<file path="src/rtl/eth_tx_pkg.sv">
package eth_tx_pkg;
  typedef enum logic [2:0] {
    ST_IDLE, ST_PRE, ST_DATA, ST_PAD, ST_FCS, ST_DRAIN
  } tx_state_e;

  localparam logic [7:0]  PRE_BYTE    = 8'h55;
  localparam logic [7:0]  SFD_BYTE    = 8'hD5;
  localparam logic [31:0] CRC_POLY    = 32'hEDB88320;
  localparam logic [31:0] CRC_RESIDUE = 32'hDEBB20E3;

  function automatic logic [31:0] crc_byte(logic [31:0] c, logic [7:0] d);
    logic [31:0] r;
    r = c;
    for (int i = 0; i < 8; i++) begin
      if (r[0] ^ d[i]) r = (r >> 1) ^ CRC_POLY;
      else             r = r >> 1;
    end
    return r;
  endfunction
endpackage

</file>
<file path="src/rtl/eth_tx_crc32.sv">
module eth_tx_crc32 (
  input  logic        clk_i,
  input  logic        rst_ni,
  input  logic        clr_i,
  input  logic        en_i,
  input  logic [7:0]  data_i,
  output logic [31:0] crc_o,
  output logic [31:0] crc_next_o
);
  import eth_tx_pkg::*;

  logic [31:0] crc_q;

  assign crc_next_o = crc_byte(crc_q, data_i);
  assign crc_o      = crc_q;

  always_ff @(posedge clk_i or negedge rst_ni) begin
    if (!rst_ni)    crc_q <= '1;
    else if (clr_i) crc_q <= '1;
    else if (en_i)  crc_q <= crc_next_o;
  end
endmodule

</file>
<file path="src/rtl/eth_tx_vlan_det.sv">
module eth_tx_vlan_det #(
  parameter int LEN_W    = 16,
  parameter int TYPE_OFS = 12
) (
  input  logic             clk_i,
  input  logic             rst_ni,
  input  logic             clr_i,
  input  logic             en_i,
  input  logic [LEN_W-1:0] idx_i,
  input  logic [7:0]       data_i,
  input  logic [15:0]      type_i,
  output logic             match_o
);
  localparam logic [LEN_W-1:0] HI_IDX = LEN_W'(TYPE_OFS);
  localparam logic [LEN_W-1:0] LO_IDX = LEN_W'(TYPE_OFS + 1);

  logic [7:0] hi_q;
  logic       match_q;
  logic       lo_hit;

  assign lo_hit  = en_i && (idx_i == LO_IDX) && ({hi_q, data_i} == type_i);
  // bypass so a packet ending on the low type byte still sees its match
  assign match_o = match_q | lo_hit;

  always_ff @(posedge clk_i or negedge rst_ni) begin
    if (!rst_ni) begin
      hi_q    <= '0;
      match_q <= 1'b0;
    end else if (clr_i) begin
      match_q <= 1'b0;
    end else if (en_i) begin
      if (idx_i == HI_IDX) hi_q <= data_i;
      if (idx_i == LO_IDX) match_q <= lo_hit;
    end
  end
endmodule

</file>
<file path="src/rtl/eth_tx_len_guard.sv">
module eth_tx_len_guard #(
  parameter int LEN_W   = 16,
  parameter int FCS_LEN = 4
) (
  input  logic [LEN_W-1:0] count_i,
  input  logic             fcs_gen_i,
  input  logic [LEN_W-1:0] max_i,
  input  logic             huge_i,
  output logic             over_o
);
  localparam int EW = LEN_W + 2;

  logic [EW-1:0] need;

  assign need   = EW'(count_i) + EW'(1) + (fcs_gen_i ? EW'(FCS_LEN) : EW'(0));
  assign over_o = !huge_i && (need > EW'(max_i));
endmodule

</file>
<file path="src/rtl/eth_tx_framer.sv">
module eth_tx_framer #(
  parameter int PRE_LEN    = 7,
  parameter int MIN_FRAME  = 64,
  parameter int VLAN_FRAME = 68,
  parameter int FCS_LEN    = 4,
  parameter int LEN_W      = 16
) (
  input  logic        clk_i,
  input  logic        rst_ni,
  input  logic [7:0]  in_data_i,
  input  logic        in_valid_i,
  input  logic        in_last_i,
  output logic        in_ready_o,
  output logic [7:0]  out_data_o,
  output logic        out_valid_o,
  output logic        out_last_o,
  input  logic        cfg_crc_en_i,
  input  logic        cfg_pad_en_i,
  input  logic        cfg_vlan_auto_i,
  input  logic        cfg_vlan_all_i,
  input  logic [15:0] cfg_vlan_type_i,
  input  logic [15:0] cfg_max_len_i,
  input  logic        cfg_huge_en_i,
  output logic        stat_done_o,
  output logic        stat_fcs_err_o,
  output logic        stat_abort_o
);
  import eth_tx_pkg::*;

  localparam int PRE_W = $clog2(PRE_LEN + 1);
  localparam logic [PRE_W-1:0] PRE_LAST  = PRE_W'(PRE_LEN);
  localparam logic [LEN_W-1:0] MIN_DATA  = LEN_W'(MIN_FRAME - FCS_LEN);
  localparam logic [LEN_W-1:0] VLAN_DATA = LEN_W'(VLAN_FRAME - FCS_LEN);
  localparam int FI_W = $clog2(FCS_LEN);
  localparam logic [FI_W-1:0] FCS_LAST = FI_W'(FCS_LEN - 1);

  tx_state_e        state_q;
  logic [PRE_W-1:0] pre_cnt_q;
  logic [LEN_W-1:0] len_q, len_inc, pad_tgt;
  logic [FI_W-1:0]  fcs_idx_q;
  logic             gen_q, pad_q, vauto_q, vall_q;
  logic             accept, over, vlan_hit, is_vlan;
  logic             crc_en;
  logic [7:0]       crc_din;
  logic [31:0]      crc_cur, crc_nxt, fcs_word;
  logic [7:0]       dat_q;
  logic             vld_q, lst_q, done_q, err_q, abort_q;

  assign in_ready_o = (state_q == ST_DATA) || (state_q == ST_DRAIN);
  assign accept     = in_ready_o && in_valid_i;
  assign len_inc    = len_q + LEN_W'(1);
  assign is_vlan    = vall_q || (vauto_q && vlan_hit);
  assign pad_tgt    = is_vlan ? VLAN_DATA : MIN_DATA;
  assign crc_en     = (state_q == ST_PAD) || ((state_q == ST_DATA) && accept && !over);
  assign crc_din    = (state_q == ST_PAD) ? 8'h00 : in_data_i;
  assign fcs_word   = ~crc_cur;

  eth_tx_crc32 u_crc (
    .clk_i, .rst_ni,
    .clr_i      (state_q == ST_IDLE),
    .en_i       (crc_en),
    .data_i     (crc_din),
    .crc_o      (crc_cur),
    .crc_next_o (crc_nxt)
  );

  eth_tx_vlan_det #(.LEN_W(LEN_W)) u_vlan (
    .clk_i, .rst_ni,
    .clr_i   (state_q == ST_IDLE),
    .en_i    ((state_q == ST_DATA) && accept),
    .idx_i   (len_q),
    .data_i  (in_data_i),
    .type_i  (cfg_vlan_type_i),
    .match_o (vlan_hit)
  );

  eth_tx_len_guard #(.LEN_W(LEN_W), .FCS_LEN(FCS_LEN)) u_len (
    .count_i   (len_q),
    .fcs_gen_i (gen_q),
    .max_i     (LEN_W'(cfg_max_len_i)),
    .huge_i    (cfg_huge_en_i),
    .over_o    (over)
  );

  always_ff @(posedge clk_i or negedge rst_ni) begin
    if (!rst_ni) begin
      state_q   <= ST_IDLE;
      pre_cnt_q <= '0;
      len_q     <= '0;
      fcs_idx_q <= '0;
      gen_q     <= 1'b0;
      pad_q     <= 1'b0;
      vauto_q   <= 1'b0;
      vall_q    <= 1'b0;
      dat_q     <= '0;
      vld_q     <= 1'b0;
      lst_q     <= 1'b0;
      done_q    <= 1'b0;
      err_q     <= 1'b0;
      abort_q   <= 1'b0;
    end else begin
      vld_q   <= 1'b0;
      lst_q   <= 1'b0;
      done_q  <= 1'b0;
      err_q   <= 1'b0;
      abort_q <= 1'b0;
      unique case (state_q)
        ST_IDLE: if (in_valid_i) begin
          gen_q     <= cfg_crc_en_i | cfg_pad_en_i;
          pad_q     <= cfg_pad_en_i;
          vauto_q   <= cfg_vlan_auto_i;
          vall_q    <= cfg_vlan_all_i;
          pre_cnt_q <= '0;
          len_q     <= '0;
          state_q   <= ST_PRE;
        end
        ST_PRE: begin
          vld_q     <= 1'b1;
          dat_q     <= (pre_cnt_q == PRE_LAST) ? SFD_BYTE : PRE_BYTE;
          pre_cnt_q <= pre_cnt_q + PRE_W'(1);
          if (pre_cnt_q == PRE_LAST) state_q <= ST_DATA;
        end
        ST_DATA: if (accept) begin
          if (over) begin
            abort_q <= 1'b1;
            state_q <= in_last_i ? ST_IDLE : ST_DRAIN;
          end else begin
            vld_q <= 1'b1;
            dat_q <= in_data_i;
            len_q <= len_inc;
            if (in_last_i) begin
              fcs_idx_q <= '0;
              if (gen_q) begin
                state_q <= (pad_q && (len_inc < pad_tgt)) ? ST_PAD : ST_FCS;
              end else begin
                lst_q   <= 1'b1;
                done_q  <= 1'b1;
                err_q   <= (crc_nxt != CRC_RESIDUE);
                state_q <= ST_IDLE;
              end
            end
          end
        end
        ST_PAD: begin
          vld_q <= 1'b1;
          dat_q <= 8'h00;
          len_q <= len_inc;
          if (len_inc >= pad_tgt) state_q <= ST_FCS;
        end
        ST_FCS: begin
          vld_q     <= 1'b1;
          dat_q     <= fcs_word[{fcs_idx_q, 3'b000} +: 8];
          fcs_idx_q <= fcs_idx_q + FI_W'(1);
          if (fcs_idx_q == FCS_LAST) begin
            lst_q   <= 1'b1;
            done_q  <= 1'b1;
            state_q <= ST_IDLE;
          end
        end
        ST_DRAIN: if (accept && in_last_i) state_q <= ST_IDLE;
        default: state_q <= ST_IDLE;
      endcase
    end
  end

  assign out_data_o     = dat_q;
  assign out_valid_o    = vld_q;
  assign out_last_o     = lst_q;
  assign stat_done_o    = done_q;
  assign stat_fcs_err_o = err_q;
  assign stat_abort_o   = abort_q;
endmodule

</file>
<file path="config.mk">
export PLATFORM = sky130hd
export DESIGN_NAME = eth_tx_framer
export DESIGN_NICKNAME = d
export VERILOG_FILES = /design/src/rtl/eth_tx_pkg.sv /design/src/rtl/eth_tx_crc32.sv /design/src/rtl/eth_tx_vlan_det.sv /design/src/rtl/eth_tx_len_guard.sv /design/src/rtl/eth_tx_framer.sv
export SDC_FILE = /design/constraint.sdc
export NUM_CORES = 1
export LEC_CHECK = 0
export BUFFER_PORTS_ARGS = -buffer_cell sky130_fd_sc_hd__buf_4
export CAP_MARGIN = 20
export CORE_AREA = 2 2 106 108
export DETAILED_ROUTE_END_ITERATION = 12
export DIE_AREA = 0 0 108 110
export GPL_TIMING_DRIVEN = 0
export PLACE_DENSITY = 0.85
export SLEW_MARGIN = 20
export SYNTH_ARGS = -nofsm -noshare
export SYNTH_HDL_FRONTEND = slang
export SYNTH_SLANG_ARGS = --single-unit
export TNS_END_PERCENT = 5
</file>
<file path="constraint.sdc">
create_clock -name clk_i -period 6.8 [get_ports clk_i]
set_input_delay 0.68 -clock clk_i [delete_from_list [all_inputs] [get_ports clk_i]]
set_output_delay 0.68 -clock clk_i [all_outputs]
set_load 0.01 [all_outputs]
</file>
After elaboration in Yosys (flattened, before gate mapping)
Cells that the tools add are included.

Flip-flop bits (word level): 81. Latch bits: 0. RAM bits: 0. Memory bits (read-only): 0. Output and inout port bits: 14. Word-level logic and storage cells: 155. Memories: 0.

Add/sub/neg operators: 5. Multiply operators: 0. Div/mod/pow operators: 0. $lt $le $gt $ge: 3. Eq/ne operators: 20. Shift operators: 1. Muxes and demuxes: 59. Bitwise logic cells: 20. Reductions and logical operators: 31.

Operators with widths (count): two-way mux 32 bit (10); NOT 13 -> 14 bit (8); two-way mux 16 bit (3); one-hot mux 16 bit (3 select lines) (1); two-way mux 3 bit (13); == test 16 x 4 -> 1 bit, second input constant (2); two-way mux 8 bit (4); inequality test 32 bit, second input constant (1); NOT 32 bit (1); one-hot mux 8 bit (4 select lines) (1); variable part select 32 x 6 -> 8 bit (1); adder 18 bit (1); greater-than comparator 18 x 16 -> 1 bit (1); two-way mux 1 bit (18); one-hot mux 3 bit (6 select lines) (1); adder 16 x 1 -> 17 bit, second input constant (1); adder 16 x 1 -> 16 bit, second input constant (1); == test 16 bit (1); greater-or-equal comparator 16 x 7 -> 1 bit (1); less-than comparator 16 x 7 -> 1 bit (1); inequality test 2 bit, second input constant (6); nonzero test 2 bit (5); == test 3 bit, second input constant (3); logical AND 1 bit (9); 25 further kinds (45).

Logic depth before layout (Yosys ltp)
Word-level depth: 24. Gate-level depth with buffers: 21. Depth with buffers taken out: 19.

Cells and area by module
From an unflattened synthesis, not the netlist that was laid out.

Cells, all modules: 634. Area, all modules: 6319.8 µm².

Modules (own cells, without submodules): eth_tx_framer (instances 1, cells each 306, area an instance 2752.6 µm², seq. area each 1001.0 µm²); eth_tx_crc32 (instances 1, cells each 178, area an instance 2230.9 µm², seq. area each 840.8 µm²); eth_tx_len_guard (instances 1, cells each 100, area an instance 745.7 µm², seq. area each 0.0 µm²); eth_tx_vlan_det (instances 1, cells each 50, area an instance 590.6 µm², seq. area each 225.2 µm²).

Worst setup path before layout
OpenSTA, ideal clock, no wires.

Path type: reg2reg. Start: register len_q[0]. End: register dat_q[0] (netlist: out_data_o[0]). Arrival: 4.560 ns. Required time: 6.675 ns. Slack: 2.115 ns. Stages on the path, launching flop included: 20. Clock period less this slack: 4.685 ns. Cells stage by stage: dfrtp_1 > ha_1 > and3_1 > buf_6 > xnor2_1 > nand3_1 > nor3b_1 > a21boi_0 > nand2_1 > nor3_1 > xnor2_1 > ha_1 > nand4_1 > or2_2 > nor2_1 > a21o_1 > o31ai_1 > nand3_2 > o211ai_1 > mux2_2.

Longest elaborated chain between the ends: 6.

Ends and longest elaborated chain: from (decl) (line eth_tx_framer.sv:39) `logic [LEN_W-1:0] len_q, len_inc, pad_tgt;`; from (signal assigned) (line eth_tx_framer.sv:130) `len_q <= len_inc;`; from (signal assigned) (line eth_tx_framer.sv:147) `len_q <= len_inc;`; adder 16 x 1 -> 17 bit (line eth_tx_len_guard.sv:15) `assign need = EW'(count_i) + EW'(1) + (fcs_gen_i ? EW'(FCS_LEN) : EW'(0));`; adder 18 bit (line eth_tx_len_guard.sv:15); greater-than comparator 18 x 16 -> 1 bit (line eth_tx_len_guard.sv:16) `assign over_o = !huge_i && (need > EW'(max_i));`; logical AND 1 bit (line eth_tx_len_guard.sv:16); inequality test 2 bit (no line); AND reduction 3 bit (no line); to (signal assigned) (line eth_tx_framer.sv:119) `dat_q <= (pre_cnt_q == PRE_LAST) ? SFD_BYTE : PRE_BYTE;`; to (signal assigned) (line eth_tx_framer.sv:129) `dat_q <= in_data_i;`; to (signal assigned) (line eth_tx_framer.sv:152) `dat_q <= fcs_word[{fcs_idx_q, 3'b000} +: 8];`; to (decl) (line eth_tx_framer.sv:46) `logic [7:0] dat_q;`.

Every way passes these cells. A chain may end at the register's enable or synchronous reset.

Worst setup path after layout
Start: register len_q[0]. End: register dat_q[2] (netlist: out_data_o[2]).

Same word-level chain as after synthesis.

==> summary.txt <==
Worst hold path class = in -> async
PortBufs = 59
Grt total ovfl = 0
Sequential cell area = 2070 um2
Fin. max-slew vios = 0
Synth Area in Simple Gates = 19.5%
Syn Nets = 821
CTS tree = built
Iter 0 DRT Violations = 633
PostCTS Resize Cnt = 0
Max_slew headroom = 34.9%
Pin count of the biggest net entering global routing = 82
H-tree depth = 3
Area growth from synthesis to layout = 12.1%
DP HPWL = 14.7 mm
Register share of total power = 25.3%
P_int = 0.00161 W
CTS max path bufs = 2
Drt wl/cell = 20.4 um
Io pins = 63
Max_cap viols = 0
Cell taking the most area after synthesis = dfrtp_1
Min cycle time layout = 6190 ps
Max frequency = 161 MHz
Hold_buf cts = 0
Crit-path max FO = 10
Starting Density = 63.8%
Mapped Area = 6820 um2
Synth Area per Inst = 9.19 um2
Tightest Pin Transition = 968 ps
Final Cycle Share = 91.1%
Setup bufs post-CTS = 0
# diodes = 0
Clk slew on worst S/H paths = 100 ps
CP arrival = 6450 ps
Setup slack after layout = 606 ps
Place WS = 769 ps
Die area = 11900 um2
Sum Neg Setup Slack = 0 ps
Worst EP required = 7060 ps
Comb pwr share = 62.5%
Vias = 6232
Startpoint types = register
Die Wd = 108 um
Pwr/cell area = 403 nW/um2
Final setup viols = 0
Clock Skew = 13.9 ps
Vias per std cell = 6.51
Total GRT Usage = 34.5%
Total Nets Final = 891
Placement Cell Area = 7440 um2
Switching Share = 47.6%
GPL Wtd Cong = 0.962
Area share of the largest cell type after synthesis = 18.0%
Count of cell types in the netlist = 75
Share of async-settable or async-resettable flops after synthesis = 100%
Final Hold Slack = 328 ps
Skew-Pair Late Insertion Delay = 380 ps
Largest cells by area after synthesis = dfrtp_1 18%, dfstp_2 12%, xnor2_1 8.0%
Fraction of layout cells with a size suffix above 1 = 22.6%
Pre-antenna DRT Iters = 6
Multi-input logic area = 4360 um2
Synth Area in XOR/XNOR = 15.2%
Antenna viol nets, final = 0
Die height = 110 um
Root buffer cell = clkbuf_8
Main combinational cell family by area after synthesis = simple AND/OR/NAND/NOR gates
CTS Buf Count = 9
Top_reg_cell synth = dfrtp_1
Antenna violations before repair = 0
Clock power frac = 12.2%
First-pass GRT wire length = 31.4 mm
CP Capture Type = register
Sequential share of the synthesized area = 30.3%
Lkg Pwr = 3.30 nW
Hold Vio Cnt, Final = 0
RSZ-0062 raised after global routing = no
Finished Core Util = 71.4%
DRC viols = 0
Fin area = 7640 um2
Maximum VDD drop = 0.235 mV
WL final = 19.5 mm
Gate Count Post-Synth = 742
Synth Area in Adders = 5.50%
Outcome = finished clean
Number of synthesized flops with an enable pin = 0
Warnings from Yosys = 0
Sw Pwr = 0.00146 W
Vias in the first global route = 6114
Mux cell area share after synthesis = 6.33%
#FFs+latches synth = 81
Filler cell count = 840
Kind of critical path = reg -> reg
Compound-Gate Fraction of Synth Area = 17.3%
Num Clock Sinks = 81
Cell Rows = 38
Core area = 10700 um2
==> power groups by stage <==
stage | sequential (W) | combinational (W) | clock [W]
after floorplan | 0.000743 | 0.00142 | 0
after global placement | 0.000771 | 0.00183 | 0
after detailed placement | 0.000781 | 0.00188 | 0
after CTS | 0.000771 | 0.00189 | 0.000375
after global routing | 0.000790 | 0.00209 | 0.000395
final | 0.000778 | 0.00192 | 0.000375
==> final timing paths <==
| kind | end | depth (start not counted) | from | slack, ps |
|---|---|---|---|---|
| worst min register to register | pre_cnt_q[0] | 1 | pre_cnt_q[0] | 510 |
| worst max-delay path | out_data_o[2] | 19 | len_q[0] | 610 |
| worst min-delay path | u_vlan.match_q | 1 | rst_ni | 330 |
| worst max register to register | out_data_o[2] | 19 | len_q[0] | 610 |
| max in group asynchronous | len_q[13] | 1 | rst_ni | 5960 |
| min in group clk_i | pre_cnt_q[0] | 1 | pre_cnt_q[0] | 510 |
==> state kept, by name, summed over array words and instances, names as in the netlist, 2 cells and up <==
| name | cells |
|---|---|
| fcs_idx_q | 2 |
| len_q | 16 |
| out_data_o | 8 |
| pre_cnt_q | 3 |
| state_q | 3 |
| u_crc.crc_o | 32 |
| u_vlan.hi_q | 8 |
==> worst max-delay path, cell delays in order, from the launching register on <==
cell,delay [ps]
dfrtp_1,510
ha_1,350
and3_1,230
buf_6,140
xnor2_1,370
nand3_1,210
nor3b_1,390
a21boi_0,430
nand2_1,180
nor3_1,250
xnor2_1,160
ha_1,270
nand4_1,90
or2_2,120
nor2_1,50
a21o_1,170
o31ai_1,810
nand3_2,470
o211ai_1,470
mux2_2,410
==> cell usage in the layout, fill, tap and decap left out, drive strengths merged, types with 6 or more instances in the layout <==
cell | synthesis | routed
mux2i | 6 | 6
clkbuf | 25 | 34
and3 | 12 | 12
o211ai | 27 | 27
buf | 27 | 86
nand2 | 45 | 45
a21oi | 36 | 36
mux4 | 8 | 8
inv | 37 | 40
nand4 | 12 | 12
a21o | 7 | 7
dfrtp | 49 | 49
mux2 | 17 | 17
nor4 | 12 | 12
nor3b | 6 | 6
o221ai | 8 | 8
ha | 30 | 30
xnor2 | 62 | 62
nand2b | 18 | 18
dfstp | 32 | 32
o21ai | 31 | 31
a31oi | 8 | 8
nor3 | 20 | 20
xor2 | 48 | 48
nand3 | 51 | 51
nor2 | 32 | 32
==> final cells by class <==
type | count | share of cell area (%)
clock inverters | 7 | 0.999
inverters | 37 | 1.82
plain buffers | 52 | 3.32
multi-input cells | 572 | 57.1
clock buffers | 9 | 1.62
flip-flops and latches | 81 | 27.0
repair buffers | 59 | 5.84
well taps | 140 | 2.29
==> layer usage <==
metal  track usage, %  share of wire (%)  vias to the layer above
met5                0                  0                        -
met4             12.1                2.0                        0
met3             6.70                 10                       33
met2             56.3                 46                      371
met1             46.2                 41                     3016
li1                 -                  -                     2812
==> metrics by stage <==
stage / total power, W / instances
2_1_floorplan: 0.00216 / 742
3_3_place_gp: 0.00260 / 941
3_5_place_dp: 0.00266 / 941
4_1_cts: 0.00304 / 957
5_1_grt: 0.00328 / 957
6_report: 0.00308 / 957
==> cell usage after synthesis, types with 17 or more instances <==
| cell | count |
|---|---|
| nand3_1 | 50 |
| dfrtp_1 | 49 |
| clkbuf_1 | 25 |
| a21oi_1 | 36 |
| o21ai_0 | 30 |
| ha_1 | 30 |
| dfstp_2 | 32 |
| xor2_1 | 44 |
| xnor2_1 | 62 |
| inv_1 | 37 |
| nor2_1 | 31 |
| nand2b_1 | 18 |
| nand2_1 | 44 |
| nor3_1 | 20 |
| o211ai_1 | 27 |
| mux2_2 | 17 |
==> logic make-up after synthesis <==
| group | Yosys count |
|---|---|
| and+or+nand+nor | 242 |
| xor gates and xnor gates | 112 |
| buffers and inverters | 89 |
| adders and majority gates | 30 |
| DFF | 81 |
| AOI/OAI and AO/OA | 157 |
| muxes | 31 |
No activity file was read; power rests on OpenSTA's default activity.
